## src/rtl/readout_pkg.sv

```systemverilog
package readout_pkg;

  typedef enum logic [1:0] {
    ST_IDLE  = 2'd0,
    ST_SHIFT = 2'd1,
    ST_HOLD  = 2'd2
  } rd_state_e;

endpackage

```

## src/rtl/sclk_edge_sync.sv

```systemverilog
module sclk_edge_sync #(
  parameter int SYNC_STAGES = 2
) (
  input  logic clk,
  input  logic rst_ni,
  input  logic sclk_async,
  output logic fall_o
);

  logic [SYNC_STAGES-1:0] stage_q;
  logic                   prev_q;

  for (genvar g = 0; g < SYNC_STAGES; g++) begin : g_stage
    if (g == 0) begin : g_first
      always_ff @(posedge clk or negedge rst_ni) begin
        if (!rst_ni) stage_q[g] <= 1'b0;
        else         stage_q[g] <= sclk_async;
      end
    end else begin : g_next
      always_ff @(posedge clk or negedge rst_ni) begin
        if (!rst_ni) stage_q[g] <= 1'b0;
        else         stage_q[g] <= stage_q[g-1];
      end
    end
  end

  always_ff @(posedge clk or negedge rst_ni) begin
    if (!rst_ni) prev_q <= 1'b0;
    else         prev_q <= stage_q[SYNC_STAGES-1];
  end

  assign fall_o = prev_q & ~stage_q[SYNC_STAGES-1];

  // a falling strobe never lasts two cycles in a row
  a_r3_single_strobe: assert property (@(posedge clk) disable iff (!rst_ni)
    fall_o |=> !fall_o);

endmodule

```

## src/rtl/readout_frame_ctrl.sv

```systemverilog
module readout_frame_ctrl
  import readout_pkg::*;
#(
  parameter int FRAME_W     = 16,
  parameter int HOLD_CYCLES = 3
) (
  input  logic clk,
  input  logic rst_ni,
  input  logic load_i,
  input  logic fall_i,
  output logic shift_en_o,
  output logic oe_o
);

  localparam int CNT_W  = $clog2(FRAME_W);
  localparam int HOLD_W = (HOLD_CYCLES > 1) ? $clog2(HOLD_CYCLES) : 1;
  localparam logic [CNT_W-1:0]  LAST_FALL = CNT_W'(FRAME_W - 1);
  localparam logic [HOLD_W-1:0] HOLD_INIT = HOLD_W'(HOLD_CYCLES - 1);

  rd_state_e         state_q, state_d;
  logic [CNT_W-1:0]  cnt_q, cnt_d;
  logic [HOLD_W-1:0] hold_q, hold_d;
  logic              ctrl_en;

  always_comb begin
    state_d    = state_q;
    cnt_d      = cnt_q;
    hold_d     = hold_q;
    shift_en_o = 1'b0;
    if (load_i) begin
      state_d = ST_SHIFT;
      cnt_d   = '0;
      hold_d  = '0;
    end else begin
      unique case (state_q)
        ST_SHIFT: begin
          if (fall_i) begin
            if (cnt_q == LAST_FALL) begin
              state_d = ST_HOLD;
              hold_d  = HOLD_INIT;
            end else begin
              shift_en_o = 1'b1;
              cnt_d      = cnt_q + 1'b1;
            end
          end
        end
        ST_HOLD: begin
          if (hold_q == '0) state_d = ST_IDLE;
          else              hold_d  = hold_q - 1'b1;
        end
        default: begin
          state_d = ST_IDLE;
        end
      endcase
    end
  end

  assign ctrl_en = load_i | fall_i | (state_q == ST_HOLD);

  always_ff @(posedge clk or negedge rst_ni) begin
    if (!rst_ni) begin
      state_q <= ST_IDLE;
      cnt_q   <= '0;
      hold_q  <= '0;
    end else if (ctrl_en) begin
      state_q <= state_d;
      cnt_q   <= cnt_d;
      hold_q  <= hold_d;
    end
  end

  assign oe_o = (state_q != ST_IDLE);

  // a load always restarts at the first frame bit
  a_r7_load_restarts: assert property (@(posedge clk) disable iff (!rst_ni)
    load_i |=> (state_q == ST_SHIFT && cnt_q == '0));

  // every falling strobe before the last advances the bit count by one
  a_r3_count_step: assert property (@(posedge clk) disable iff (!rst_ni)
    (state_q == ST_SHIFT && fall_i && !load_i && cnt_q != LAST_FALL)
      |=> (cnt_q == CNT_W'($past(cnt_q) + 1'b1)));

  // the hold window ends by releasing the line
  a_r4_hold_to_idle: assert property (@(posedge clk) disable iff (!rst_ni)
    (state_q == ST_HOLD && hold_q == '0 && !load_i) |=> (state_q == ST_IDLE));

  // once released, only a load re-enables the line
  a_r5_idle_sticky: assert property (@(posedge clk) disable iff (!rst_ni)
    (state_q == ST_IDLE && !load_i) |=> !oe_o);

endmodule

```

## src/rtl/readout_shifter.sv

```systemverilog
module readout_shifter #(
  parameter int DATA_W = 12,
  parameter int PAD_W  = 4
) (
  input  logic              clk,
  input  logic              rst_ni,
  input  logic              load_i,
  input  logic              shift_en_i,
  input  logic [DATA_W-1:0] data_i,
  output logic              msb_o
);

  localparam int FRAME_W = DATA_W + PAD_W;

  logic [FRAME_W-1:0] frame_q, frame_d;
  logic               frame_en;

  always_comb begin
    frame_d = frame_q;
    if (load_i)          frame_d = {{PAD_W{1'b0}}, data_i};
    else if (shift_en_i) frame_d = {frame_q[FRAME_W-2:0], 1'b0};
  end

  assign frame_en = load_i | shift_en_i;

  always_ff @(posedge clk or negedge rst_ni) begin
    if (!rst_ni)       frame_q <= '0;
    else if (frame_en) frame_q <= frame_d;
  end

  assign msb_o = frame_q[FRAME_W-1];

  // captured frame carries the zero pad above the result
  a_r2_pad_and_data: assert property (@(posedge clk) disable iff (!rst_ni)
    load_i |=> (frame_q[FRAME_W-1 -: PAD_W] == '0 &&
                frame_q[DATA_W-1:0] == $past(data_i)));

  // a shift moves the next lower bit to the line
  a_r3_shift_step: assert property (@(posedge clk) disable iff (!rst_ni)
    (shift_en_i && !load_i) |=> (frame_q[FRAME_W-1] == $past(frame_q[FRAME_W-2])));

  // without load or shift the frame does not move, whatever data_i does
  a_r6_frame_stable: assert property (@(posedge clk) disable iff (!rst_ni)
    (!load_i && !shift_en_i) |=> $stable(frame_q));

endmodule

```

## src/rtl/adc_serial_readout.sv

```systemverilog
module adc_serial_readout #(
  parameter int DATA_W      = 12,
  parameter int PAD_W       = 4,
  parameter int HOLD_CYCLES = 3,
  parameter int SYNC_STAGES = 2
) (
  input  logic              clk,
  input  logic              rst_ni,
  input  logic              result_load,
  input  logic [DATA_W-1:0] result_data,
  input  logic              sclk_in,
  output logic              sdata_o,
  output logic              sdata_oe
);

  localparam int FRAME_W = DATA_W + PAD_W;

  logic rst_meta_q, rst_sync_q;
  logic sclk_fall;
  logic shift_en;
  logic line_oe;
  logic frame_msb;

  always_ff @(posedge clk or negedge rst_ni) begin
    if (!rst_ni) begin
      rst_meta_q <= 1'b0;
      rst_sync_q <= 1'b0;
    end else begin
      rst_meta_q <= 1'b1;
      rst_sync_q <= rst_meta_q;
    end
  end

  sclk_edge_sync #(
    .SYNC_STAGES (SYNC_STAGES)
  ) i_sync (
    .clk        (clk),
    .rst_ni     (rst_sync_q),
    .sclk_async (sclk_in),
    .fall_o     (sclk_fall)
  );

  readout_frame_ctrl #(
    .FRAME_W     (FRAME_W),
    .HOLD_CYCLES (HOLD_CYCLES)
  ) i_ctrl (
    .clk        (clk),
    .rst_ni     (rst_sync_q),
    .load_i     (result_load),
    .fall_i     (sclk_fall),
    .shift_en_o (shift_en),
    .oe_o       (line_oe)
  );

  readout_shifter #(
    .DATA_W (DATA_W),
    .PAD_W  (PAD_W)
  ) i_shift (
    .clk        (clk),
    .rst_ni     (rst_sync_q),
    .load_i     (result_load),
    .shift_en_i (shift_en),
    .data_i     (result_data),
    .msb_o      (frame_msb)
  );

  assign sdata_oe = line_oe;
  assign sdata_o  = line_oe & frame_msb;

  // the line is enabled the cycle after a load, starting on a pad zero
  a_r2_first_bit: assert property (@(posedge clk) disable iff (!rst_sync_q)
    result_load |=> (sdata_oe && !sdata_o));

endmodule

```

## config.mk

```make
export PLATFORM = sky130hd
export DESIGN_NAME = adc_serial_readout
export DESIGN_NICKNAME = d
export VERILOG_FILES = /design/src/rtl/readout_pkg.sv /design/src/rtl/sclk_edge_sync.sv /design/src/rtl/readout_frame_ctrl.sv /design/src/rtl/readout_shifter.sv /design/src/rtl/adc_serial_readout.sv
export SDC_FILE = /design/constraint.sdc
export NUM_CORES = 1
export LEC_CHECK = 0
export BUFFER_PORTS_ARGS = -buffer_cell sky130_fd_sc_hd__buf_2
export CORE_AREA = 2 2 57 59
export CTS_CLUSTER_DIAMETER = 150
export CTS_CLUSTER_SIZE = 16
export DETAILED_ROUTE_END_ITERATION = 8
export DIE_AREA = 0 0 59 61
export MAX_ROUTING_LAYER = met4
export PLACE_DENSITY = 0.7
export SYNTH_ARGS = -nofsm -noshare
export SYNTH_HDL_FRONTEND = slang
export SYNTH_HIERARCHICAL = 1
export SYNTH_SLANG_ARGS = --single-unit
```

## constraint.sdc

```tcl
create_clock -name clk -period 0.8 [get_ports clk]
set_input_delay 0 -clock clk [delete_from_list [all_inputs] [get_ports clk]]
set_output_delay 0 -clock clk [all_outputs]
set_load 0.1 [all_outputs]
```

# Yosys cells after proc, flatten, opt, wreduce, memory -nomap -nowiden
# Index checks and enable logic that the tools add are counted.
# W data, S select, Z words.
# op_classes
bitwise_logic	6
n_addsub	2
reduce_logical	10
eq_ne	8
muxes	18
# op_table
operator	n
$mux W16	2
$mux W4	4
$mux W2	6
$ne A3 B2 Y1 const B	3
$pmux W2 S2	2
$reduce_and A4 Y1	2
$reduce_bool A2 Y1	4
$reduce_and A5 Y1	1
$add A4 B1 Y4 const B	1
$eq A4 B4 Y1 const B	1
$mux W1	4
$ne A3 B3 Y1 const B	1
$or A1 B1 Y1	3
$reduce_bool A3 Y1	1
$and A1 B1 Y1	2
$eq A2 B1 Y1 const B	1
$eq A2 B2 Y1 const B	1
$logic_not A2 Y1	1
$ne A2 B2 Y1 const B	1
$reduce_and A2 Y1	1
$sub A2 B1 Y2 const B	1
$not A1 Y1	1
# word_totals
register_bits	29
out_inout_bits	2

# Logic depth before layout (Yosys ltp)
# Gate-level depths: netlist (run 1).
# logic_depth
word_depth	7
depth_mapped	8
mapped_depth_nobuf	5

# Hierarchy
# Netlist (run 1), hierarchy kept.
# by_module_without_submodules
module	area_per_inst_um2	cells_per_inst	n_inst
readout_shifter	723.2	65	1
readout_frame_ctrl	437.9	43	1
sclk_edge_sync	88.8	4	1
adc_serial_readout	60.1	4	1

# Least setup slack after synthesis (run 1)
# OpenSTA, ideal clock, no wires.
# synth_path
path_kind	reg-to-reg
start	register i_ctrl.cnt_q[0]
end	register i_shift.frame_q[10]
stages_incl_launch_ff	9
synth_period_minus_slack_ns	1.708
path_slack_ns	-0.908
arrival_time_ns	1.584
required_time_ns	0.677
cell_sequence	dfrtp_1 > ha_1 > and3_1 > buf_6 > nor3_1 > buf_6 > buf_12 > mux2i_1 > o21ai_1
# synth_between
elab_chain_len	7
elab_cells_between_ends	8
classes_between	eq/ne (1); mux (4); bitwise (1); reduce/logical (2)
# synth_rtl
element	line	rtl
start, declared	readout_frame_ctrl.sv:21	logic [CNT_W-1:0] cnt_q, cnt_d;
start signal, assigned	readout_frame_ctrl.sv:67	cnt_q <= cnt_d;
$eq A4 B4 Y1 *	readout_frame_ctrl.sv:38	if (cnt_q == LAST_FALL) begin
$mux W1 *	readout_frame_ctrl.sv:38	
$mux W1 *	readout_frame_ctrl.sv:37	if (fall_i) begin
$mux W1 *	readout_frame_ctrl.sv:35	unique case (state_q)
$mux W1 *	readout_frame_ctrl.sv:30	if (load_i) begin
named net shift_en	adc_serial_readout.sv:20	logic shift_en;
$reduce_bool A2 Y1 (no source line) or $or A1 B1 Y1 (tied branches)	n/a	
$reduce_and A2 Y1 (no source line) *	n/a	
end signal, assigned	readout_shifter.sv:28	else if (frame_en) frame_q <= frame_d;
end, declared	readout_shifter.sv:15	logic [FRAME_W-1:0] frame_q, frame_d;
# The timed path passes the listed nets; every way through them passes the cells marked *.
# A chain may end at the register's enable or synchronous reset.

# Worst setup path after layout (run 1)
# layout_path
start	register i_sync.stage_q[1]
end	register i_ctrl.cnt_q[0]
# layout_between
elab_chain_len	5
elab_cells_between_ends	6
classes_between	bitwise (4); reduce/logical (2)
# layout_rtl
element	line	rtl
start, declared	sclk_edge_sync.sv:10	logic [SYNC_STAGES-1:0] stage_q;
start signal, assigned by index	sclk_edge_sync.sv:22	else stage_q[g] <= stage_q[g-1];
$not A1 Y1 *	sclk_edge_sync.sv:32	assign fall_o = prev_q & ~stage_q[SYNC_STAGES-1];
$and A1 B1 Y1 *	sclk_edge_sync.sv:32	
named net sclk_fall	adc_serial_readout.sv:19	logic sclk_fall;
$or A1 B1 Y1 (2 in series)	readout_frame_ctrl.sv:58	assign ctrl_en = load_i | fall_i | (state_q == ST_HOLD);
$reduce_and A4 Y1 (no source line) *	n/a	
# Marks and branches as above.

==> results of run 1 <==
==> per-layer routing <==
metal | GRT usage | up-vias | wire (um)
li1 | - | 520 | -
met1 | 0.201 | 503 | 1210
met2 | 0.324 | 19 | 1530
met3 | 0.0704 | 4 | 90
met4 | 0.0682 | 0 | 40
met5 | - | - | 0
==> power breakdown <==
| part | internal [mW] | leakage (nW) | switching [mW] |
|---|---|---|---|
| sequential | 1.54 | 0.365 | 0.0432 |
| clock | 0.746 | 0.0455 | 0.506 |
| combinational | 0.198 | 0.454 | 0.171 |
==> cells in the final DEF (no fill, tap or decap), drive strengths merged, types with 2 or more instances in the layout <==
cell and instances:
nor2 5, nand3b 2, clkbuf 7, dfrtp 29
inv 4, o21ai 15, o311ai 2, a211oi 2
buf 43, nand2 13, a21oi 3, o41ai 2
ha 2, dlygate4sd3 15, mux2i 16
==> worst max-delay path, stage by stage (launching register included) <==
cell and delay [ns]:
dfrtp_1 0.41, nor2b_4 0.12, nand3b_1 0.16, buf_4 0.18, buf_8 0.13, or3_4 0.33, a21oi_2 0.15
==> registers in the layout (all words and copies together) (netlist names) <==
register	cells
i_ctrl/state_q	2
i_shift/frame_q	16
i_sync/stage_q	2
rst_sync_q	1
i_ctrl/cnt_q	4
rst_meta_q	1
i_ctrl/hold_q	2
i_sync/prev_q	1
==> kinds of logic after synthesis <==
kind of cell / after synthesis / share of synthesized area
compound gates: 27 / 0.126
fa+ha+maj: 2 / 0.0191
buf+inv: 11 / 0.0583
flops: 29 / 0.554
mux: 16 / 0.122
other cells: 1 / 0.00286
simple gates: 30 / 0.117
==> timing repair <==
item / CTS / global route
endpoints found under the setup margin: 26 / 26
hold endpoints to repair: 15 / 0
resized for setup: 21 / 12
pin swaps: 0 / 6
hold buffers: 15 / 0
buffers inserted: 1 / 4
==> worst max path at each step <==
| stage | startpoint | endpoint | slack [ns] | cells after the start |
|---|---|---|---|---|
| 4_1_cts | i_sync/stage_q[1]$_DFF_PN0_ | i_shift/frame_q[3]$_DFFE_PN0P_ | -0.70 | 6 |
| 3_5_place_dp | i_ctrl/cnt_q[1]$_DFFE_PN0P_ | i_ctrl/cnt_q[3]$_DFFE_PN0P_ | -0.71 | 5 |
| 6_report | i_sync/stage_q[1]$_DFF_PN0_ | i_ctrl/cnt_q[0]$_DFFE_PN0P_ | -0.74 | 6 |
| 5_1_grt | i_sync/stage_q[1]$_DFF_PN0_ | i_shift/frame_q[3]$_DFFE_PN0P_ | -0.86 | 6 |
| 2_1_floorplan | i_sync/stage_q[1]$_DFF_PN0_ | i_shift/frame_q[10]$_DFFE_PN0P_ | -0.77 | 7 |
| 3_3_place_gp | i_sync/stage_q[1]$_DFF_PN0_ | i_shift/frame_q[4]$_DFFE_PN0P_ | -0.64 | 6 |
==> stage by stage <==
stage | setup TNS, ns | instances | power (mW) | hold WS [ns] | setup slack, ns
3_5_place_dp | -15.95 | 181 | 1.90 | -0.213 | -0.710
2_1_floorplan | -15.57 | 116 | 1.79 | -0.296 | -0.774
6_report | -17.00 | 208 | 3.21 | 0.141 | -0.740
3_3_place_gp | -15.03 | 181 | 1.88 | -0.215 | -0.641
4_1_cts | -16.73 | 205 | 3.21 | 0.137 | -0.704
5_1_grt | -19.74 | 208 | 3.34 | 0.168 | -0.859
==> layout make-up <==
class,count,area (um2),share of cell area
repair buffers,58,492,0.251
clock inverters,1,30.0,0.0153
inverters,4,15.0,0.00766
flip-flops and latches,29,727,0.371
clock buffers,7,55.1,0.0281
well taps,33,41.3,0.0211
multi-input cells,76,599,0.306
==> impl_metrics.yaml, run 1 <==
layout:
  finish.utilization: 0.664
  n_antenna_cell: 0
  synthToLayoutAreaGrowth_pct: 49.6
  drive_gt1_frac: 0.389
  fill_cells: 226
  nets: 192
  design_area_mm2: 0.00196
global_route:
  overflow: 0
  grt_pass1_wl_um: 4730
  grt_pass1_vias: 1105
  grt_max_degree: 24
  antenna_found_initial: 0
  grt.total_usage: 0.190
floorplanning:
  die_h_um: 61
  dieArea_mm2: 0.00360
  io_pins: 18
  core_area_mm2: 0.00295
  rows: 20
  start_util: 0.444
  die_w_um: 59
timing:
  setup_viol: 26
  final-max-slew-violation-count: 0
  fmax_mhz: 649
  fin_crit_sh: 1.93
  hold_viol: 0
  rsz0062_at_grt: "true"
  period_needed_ns: 1.54
  setup_ws_ns: -0.740
  finClkSkew_ns: 0.00687
logic_synthesis:
  yosysMostFrequentCell: "dfrtp_1"
  synth_warnings: 6
  synth_common_cells: "29 x dfrtp_1, 16 x mux2i_1, 13 x nand2_1"
  syn_nets: 134
  synth_area_mm2: 0.00131
  syn-instance-count: 116
  synthArstFlopShare: 1.00
  synth_top_cell_by_area: "dfrtp_1"
  synth-seq-cells: 29
  seq_area_frac_synth: 0.554
  synth_top_area_frac: 0.554
  synthTopCellsByArea: "dfrtp_1 55%, mux2i_1 12%, o21ai_0 3.8%"
  synth_cell_types: 31
  ys.flop_type: "dfrtp_1"
  synth_area_per_cell_um2: 11.3
  synth_edf_count: 0
setup_path:
  crit_fanout: 7
  cp-start-kind: "register"
  cp_data_arrival_time_ns: 1.80
  r2r_slack_ns: -0.74
  timing.rr.start: "i_sync/stage_q[1]$_DFF_PN0_"
  required_ns: 1.06
  r2r_end: "i_ctrl/cnt_q[0]$_DFFE_PN0P_"
  ff2ff_path_depth: 6
  end_kind: "register"
  crit_type: "register to register"
clock_tree:
  htree_levels: 2
  ctsLongestPathBuffers: 2
  cts_root_buf: "clkbuf_4"
  cts_sinks: 29
  clk_pin_slew_ns: 0.09
  cts_tree: "done"
  cts_buffers: 5
  clock_latency_ns: 0.33
power:
  powerDensity_mw_per_mm2: 1640
  power.leakage_nw: 0.864
  ir_worst_vdd_v: 0.00128
status:
  violations: "setup timing"
  status: "finished with violations"
drt:
  drt-total-wl_um: 2870
  via_count: 1046
  drc_errors: 0
  wl_per_cell_um: 13.8
  vias_per_cell: 5.03
  drtAntennaViolNets: 0
  first_pass_iters: 4
  drt_iter0_drc: 27
hold_path:
  holdPathStages: 3
  hp-class: "input port to register"
  hold_path_startpoint: "result_load"
  holdPathEnd: "i_ctrl/cnt_q[0]$_DFFE_PN0P_"
placement:
  hpwl_um: 1710
  globalplace.congestion: 0.719
  portBuffers: 17
  place_area_mm2: 0.00158
flow_run:
  max_cap_viol_count: 0
Note: power is estimated with default switching activity, not from simulation.
==> run 2, diff against run 1 <==
==> constraint.sdc (replaced) <==
create_clock -name clk -period 0.8 [get_ports clk]
set_input_delay 0 -clock clk [delete_from_list [all_inputs] [get_ports clk]]
set_output_delay 0 -clock clk [all_outputs]
set_load 0.02 [all_outputs]
==> run 2 against run 1 <==
  * The run still ends with setup timing left
  * Via count shrank 2.5%
  * Register-to-register slack barely moved
  * Routed wire length down 13%
  * Critical path depth unchanged
  * Hold slack got worse by 0.038 ns
  * Largest cell class unchanged
  * Clock skew is 0.00060 ns higher
  * Critical endpoint is now i_shift/frame_q[2]$_DFFE_PN0P_
  * Die area unchanged
  * Highest routed layer is now met3
  * Fmax grew 0.79%
==> impl_metrics.yaml, run 2 (same netlist as run 1, synthesis figures left out) <==
drt:
  first_pass_iters: 5
  wl_per_cell_um: 12.5
  drtAntennaViolNets: 0
  drt-total-wl_um: 2510
  via_count: 1020
  drt_iter0_drc: 10
  vias_per_cell: 5.07
  drc_errors: 0
floorplanning:
  die_w_um: 59
  dieArea_mm2: 0.00360
  core_area_mm2: 0.00295
  io_pins: 18
  rows: 20
  start_util: 0.444
  die_h_um: 61
clock_tree:
  cts_buffers: 5
  clk_pin_slew_ns: 0.09
  ctsLongestPathBuffers: 2
  cts_sinks: 29
  cts_tree: "done"
  clock_latency_ns: 0.32
  cts_root_buf: "clkbuf_4"
  htree_levels: 2
power:
  p_int_mw: 2.09
  powerDensity_mw_per_mm2: 1510
  seq_power_share: 0.578
  switching_share: 0.242
  p_total_mw: 2.76
  ir_worst_vdd_v: 0.00132
  combPwrFrac: 0.130
  p_clk_frac: 0.293
  p_sw_uw: 668
  power.leakage_nw: 0.811
timing:
  rsz0062_at_grt: "true"
  period_needed_ns: 1.53
  final-max-slew-violation-count: 0
  setup_ws_ns: -0.728
  setup_viol: 26
  finalSetupTns_ns: -16.72
  fin_crit_sh: 1.91
  fmax_mhz: 654
  hold_viol: 0
  finClkSkew_ns: 0.00747
setup_path:
  r2r_slack_ns: -0.73
  required_ns: 1.00
  end_kind: "register"
  timing.rr.start: "i_sync/stage_q[1]$_DFF_PN0_"
  cp_data_arrival_time_ns: 1.72
  r2r_end: "i_shift/frame_q[2]$_DFFE_PN0P_"
  crit_fanout: 16
  crit_type: "register to register"
  ff2ff_path_depth: 6
  cp-start-kind: "register"
global_route:
  grt.total_usage: 0.168
  overflow: 0
  grt_pass1_wl_um: 4290
  grt_max_degree: 24
  antenna_found_initial: 0
  grt_pass1_vias: 1014
layout:
  finish.utilization: 0.621
  drive_gt1_frac: 0.339
  synthToLayoutAreaGrowth_pct: 39.9
  regArea_um2: 727
  regMostFlops: "i_shift/frame_q"
  n_antenna_cell: 0
  layout_common_cells: "28 x dfrtp_1, 16 x mux2i_1, 15 x dlygate4sd3_1, 15 x buf_2"
  largest_reg_flops: 16
  fill_cells: 237
  design_area_mm2: 0.00183
  final_common_cell: "dfrtp_1"
  nets: 185
  reg_top3: "i_shift/frame_q (16), i_ctrl/cnt_q (4)"
  multi_input_area_um2: 571
placement:
  hpwl_um: 1650
  globalplace.congestion: 0.685
  portBuffers: 17
  pre_cts_slack_ns: -0.709
  place_area_mm2: 0.00155
status:
  violations: "setup timing"
  status: "finished with violations"
hold_path:
  hp-class: "register to async pin"
flow_run:
  max_cap_viol_count: 0
[run 2: cell types whose count changed in the layout (fill, tap and decap cells not counted), sizes merged]
| cell | before | now |
|---|---|---|
| bufinv | 1 | 0 |
| clkbuf | 7 | 8 |
| buf | 43 | 36 |
[run 2: per-layer routing]
| metal | global-route usage | share of wire | vias up |
|---|---|---|---|
| met1 | 0.189 | 0.44 | 490 |
| met2 | 0.278 | 0.52 | 23 |
| met5 | - | 0 | - |
| met3 | 0.0576 | 0.040 | 0 |
| met4 | 0.0649 | 0 | 0 |
| li1 | - | - | 507 |
[run 2: final cells by class]
cell class | count | share of cell area
flip-flops and latches | 29 | 0.397
multi-input cells | 76 | 0.311
repair buffers | 51 | 0.235
clock buffers | 8 | 0.0266
well taps | 33 | 0.0225
inverters | 4 | 0.00819
[run 2: how the worst max path moves through the flow]
stage	from	depth (start not counted)	end	slack [ns]
finish	i_sync/stage_q[1]$_DFF_PN0_	6	i_shift/frame_q[2]$_DFFE_PN0P_	-0.73
global placement	i_sync/stage_q[1]$_DFF_PN0_	6	i_shift/frame_q[2]$_DFFE_PN0P_	-0.65
floorplan	i_sync/stage_q[1]$_DFF_PN0_	7	i_shift/frame_q[10]$_DFFE_PN0P_	-0.77
detailed placement	i_sync/stage_q[1]$_DFF_PN0_	6	i_shift/frame_q[2]$_DFFE_PN0P_	-0.71
CTS	i_sync/stage_q[1]$_DFF_PN0_	6	i_shift/frame_q[6]$_DFFE_PN0P_	-0.72
global route	i_sync/stage_q[1]$_DFF_PN0_	6	i_shift/frame_q[2]$_DFFE_PN0P_	-0.85
[run 2: through the flow]
step | std cells | hold slack, ns
2_1_floorplan | 116 | -0.296
3_3_place_gp | 176 | -0.217
3_5_place_dp | 176 | -0.211
4_1_cts | 200 | 0.111
5_1_grt | 201 | 0.119
6_report | 201 | 0.103
[run 2: power by group through the flow]
stage | clock [mW] | sequential (mW) | combinational [mW]
after global routing | 0.940 | 1.61 | 0.398
after floorplan | 0 | 1.62 | 0.166
after CTS | 0.847 | 1.60 | 0.347
final | 0.808 | 1.60 | 0.358
after global placement | 0 | 1.62 | 0.266
after detailed placement | 0 | 1.63 | 0.277
[run 2: critical path, cell delays in order (launching register included)]
cell	delay, ns
dfrtp_1	0.42
nor2b_4	0.12
nand3b_1	0.15
nor3_4	0.23
buf_12	0.19
mux2i_1	0.22
o21ai_1	0.07
[run 2: repair_timing]
| action | CTS | global route |
|---|---|---|
| gates resized for setup | 20 | 6 |
| pin swaps | 5 | 5 |
| hold endpoints to repair | 15 | 0 |
| cloned | 0 | 0 |
| buffers inserted | 1 | 1 |
| endpoints found under the setup margin | 26 | 26 |
| hold buffers | 15 | 0 |
==> run 3, diff against run 2 <==
GPL_TIMING_DRIVEN = 0   (was default)
PLACE_DENSITY = 0.68   (was 0.7)
clock period = 1.6 ns   (was 0.8 ns; I/O delays follow)
==> run 3 against run 2 <==
  * The flow still finishes with violations (setup timing)
  * Final area increased by 0.41%
  * Via count grew 1.6%
  * First-iteration DRC count grew 90%
  * Routed wire length grew 6.9%
  * Combinational power fell by 48%
  * Sequential power fell by 50%
  * Clock skew is 0.0043 ns higher
  * Clock-buffer cell count down 1
  * Clock power decreased by 37%
==> impl_metrics.yaml, run 3 (same netlist as run 1, synthesis figures left out) <==
floorplanning:
  io_pins: 18
  start_util: 0.444
  die_w_um: 59
  core_area_mm2: 0.00295
  die_h_um: 61
  rows: 20
  dieArea_mm2: 0.00360
setup_path:
  r2r_slack_ns: -0.07
  cp-start-kind: "register"
  end_kind: "register"
  required_ns: 1.83
  timing.rr.start: "i_ctrl/cnt_q[0]$_DFFE_PN0P_"
  ff2ff_path_depth: 8
  crit_fanout: 5
  crit_type: "register to register"
  cp_data_arrival_time_ns: 1.90
  r2r_end: "i_shift/frame_q[4]$_DFFE_PN0P_"
layout:
  nets: 188
  stdcell_count: 204
  regMostFlops: "i_shift/frame_q"
  layout_common_cells: "29 x dfrtp_1, 19 x buf_2, 17 x dlygate4sd3_1"
  fill_cells: 248
  regArea_um2: 726
  largest_reg_flops: 16
  multi_input_area_um2: 534
  reg_top3: "i_shift/frame_q (16), i_ctrl/cnt_q (4)"
  synthToLayoutAreaGrowth_pct: 40.5
  drive_gt1_frac: 0.298
  design_area_mm2: 0.00184
  final_common_cell: "dfrtp_1"
  n_antenna_cell: 0
timing:
  slew_headroom: 0.310
  hold_viol: 0
  finalSetupTns_ns: -0.586
  rsz0062_at_grt: "true"
  setup_viol: 13
  fmax_mhz: 598
  fin_crit_sh: 1.04
  final-max-slew-violation-count: 0
  worst_slew_pin_slew_ns: 1.04
  setup_ws_ns: -0.0709
  period_needed_ns: 1.67
  whs_ns: 0.0915
  finClkSkew_ns: 0.0118
placement:
  hpwl_um: 1520
  place_area_mm2: 0.00145
  portBuffers: 16
  globalplace.congestion: 0.692
  dp_cells: 165
hold_path:
  holdPathEnd: "i_ctrl/state_q[1]$_DFFE_PN0P_"
  holdPathStages: 2
  hold_path_startpoint: "result_load"
  hp-class: "input port to register"
clock_tree:
  cts_sinks: 29
  htree_levels: 2
  cts_buffers: 5
  cts_root_buf: "clkbuf_4"
  ctsLongestPathBuffers: 2
  clock_latency_ns: 0.34
  cts_tree: "done"
  clk_pin_slew_ns: 0.09
drt:
  drc_errors: 0
  drtAntennaViolNets: 0
  via_count: 1036
  first_pass_iters: 4
  vias_per_cell: 5.08
  drt-total-wl_um: 2680
  drt_iter0_drc: 19
  wl_per_cell_um: 13.1
power:
  power.leakage_nw: 0.832
  powerDensity_mw_per_mm2: 816
  ir_worst_vdd_v: 0.000631
status:
  status: "finished with violations"
  violations: "setup timing"
global_route:
  overflow: 0
  grt.total_usage: 0.181
  grt_max_degree: 28
  grt_pass1_vias: 1047
  grt_pass1_wl_um: 4520
  antenna_found_initial: 0
flow_run:
  max_cap_viol_count: 0
-- run 3: changes by cell type in the layout (fill, tap and decap cells not counted), sizes merged --
cell         change
dlygate4sd3      +2
bufbuf           +1
clkinv           +1
clkbuf           -1
-- run 3: how the worst max path moves through the flow --
stage,slack [ns],end,depth (start not counted),startpoint
global route,-0.17,i_shift/frame_q[4]$_DFFE_PN0P_,8,i_ctrl/cnt_q[0]$_DFFE_PN0P_
finish,-0.07,i_shift/frame_q[4]$_DFFE_PN0P_,8,i_ctrl/cnt_q[0]$_DFFE_PN0P_
global placement,-0.12,i_shift/frame_q[6]$_DFFE_PN0P_,7,i_sync/stage_q[1]$_DFF_PN0_
detailed placement,-0.16,i_shift/frame_q[10]$_DFFE_PN0P_,7,i_sync/stage_q[1]$_DFF_PN0_
CTS,-0.03,i_shift/frame_q[15]$_DFFE_PN0P_,7,i_sync/stage_q[1]$_DFF_PN0_
floorplan,0.03,i_shift/frame_q[10]$_DFFE_PN0P_,7,i_sync/stage_q[1]$_DFF_PN0_
-- run 3: critical path, stage by stage (launching register included) --
cell and delay (ns):
dfrtp_1 0.40, ha_2 0.20, and3_4 0.16, nor3_4 0.17, buf_6 0.13, buf_12 0.11, buf_6 0.10, mux2i_1 0.21
o21ai_1 0.10
-- run 3: timing repair --
item | 4_1_cts | 5_1_grt
endpoints found under the setup margin | 16 | 17
resized for setup | 0 | 5
setup buffers | 11 | 3
gates cloned | 1 | 0
pin swaps | 0 | 3
endpoints found under the hold margin | 15 | 0
hold buffers | 17 | 0
-- run 3: layout make-up --
type / instances / share of cell area
Clock buffer: 7 / 0.0354
Inverter: 4 / 0.00816
Sequential cell: 29 / 0.394
Timing Repair Buffer: 48 / 0.220
Multi-Input combinational cell: 76 / 0.290
Tap cell: 33 / 0.0224
Clock inverter: 1 / 0.00272
Buffer: 6 / 0.0272
-- run 3: layer usage --
metal  vias up  part of all wire  track usage  wire length [um]
met5         -                 0            -                 0
met4         0             0.023       0.0877                61
met3         5             0.038       0.0512               101
met2        17              0.51        0.313              1360
met1       500              0.43        0.191              1150
li1        514                 -            -                 -
-- run 3: through the flow --
stage	worst slack (ns)	total power [mW]	utilization
2_1_floorplan	0.0260	0.894	-
3_3_place_gp	-0.121	0.929	0.491
3_5_place_dp	-0.160	0.937	0.491
4_1_cts	-0.0308	1.51	0.612
5_1_grt	-0.174	1.57	0.623
6_report	-0.0709	1.50	0.623
-- run 3: where the power goes --
part | internal, mW | switching (mW) | total (mW)
registers | 0.772 | 0.0337 | 0.806
clock network | 0.254 | 0.256 | 0.510
logic | 0.113 | 0.0721 | 0.185
total | 1.14 | 0.362 | 1.50
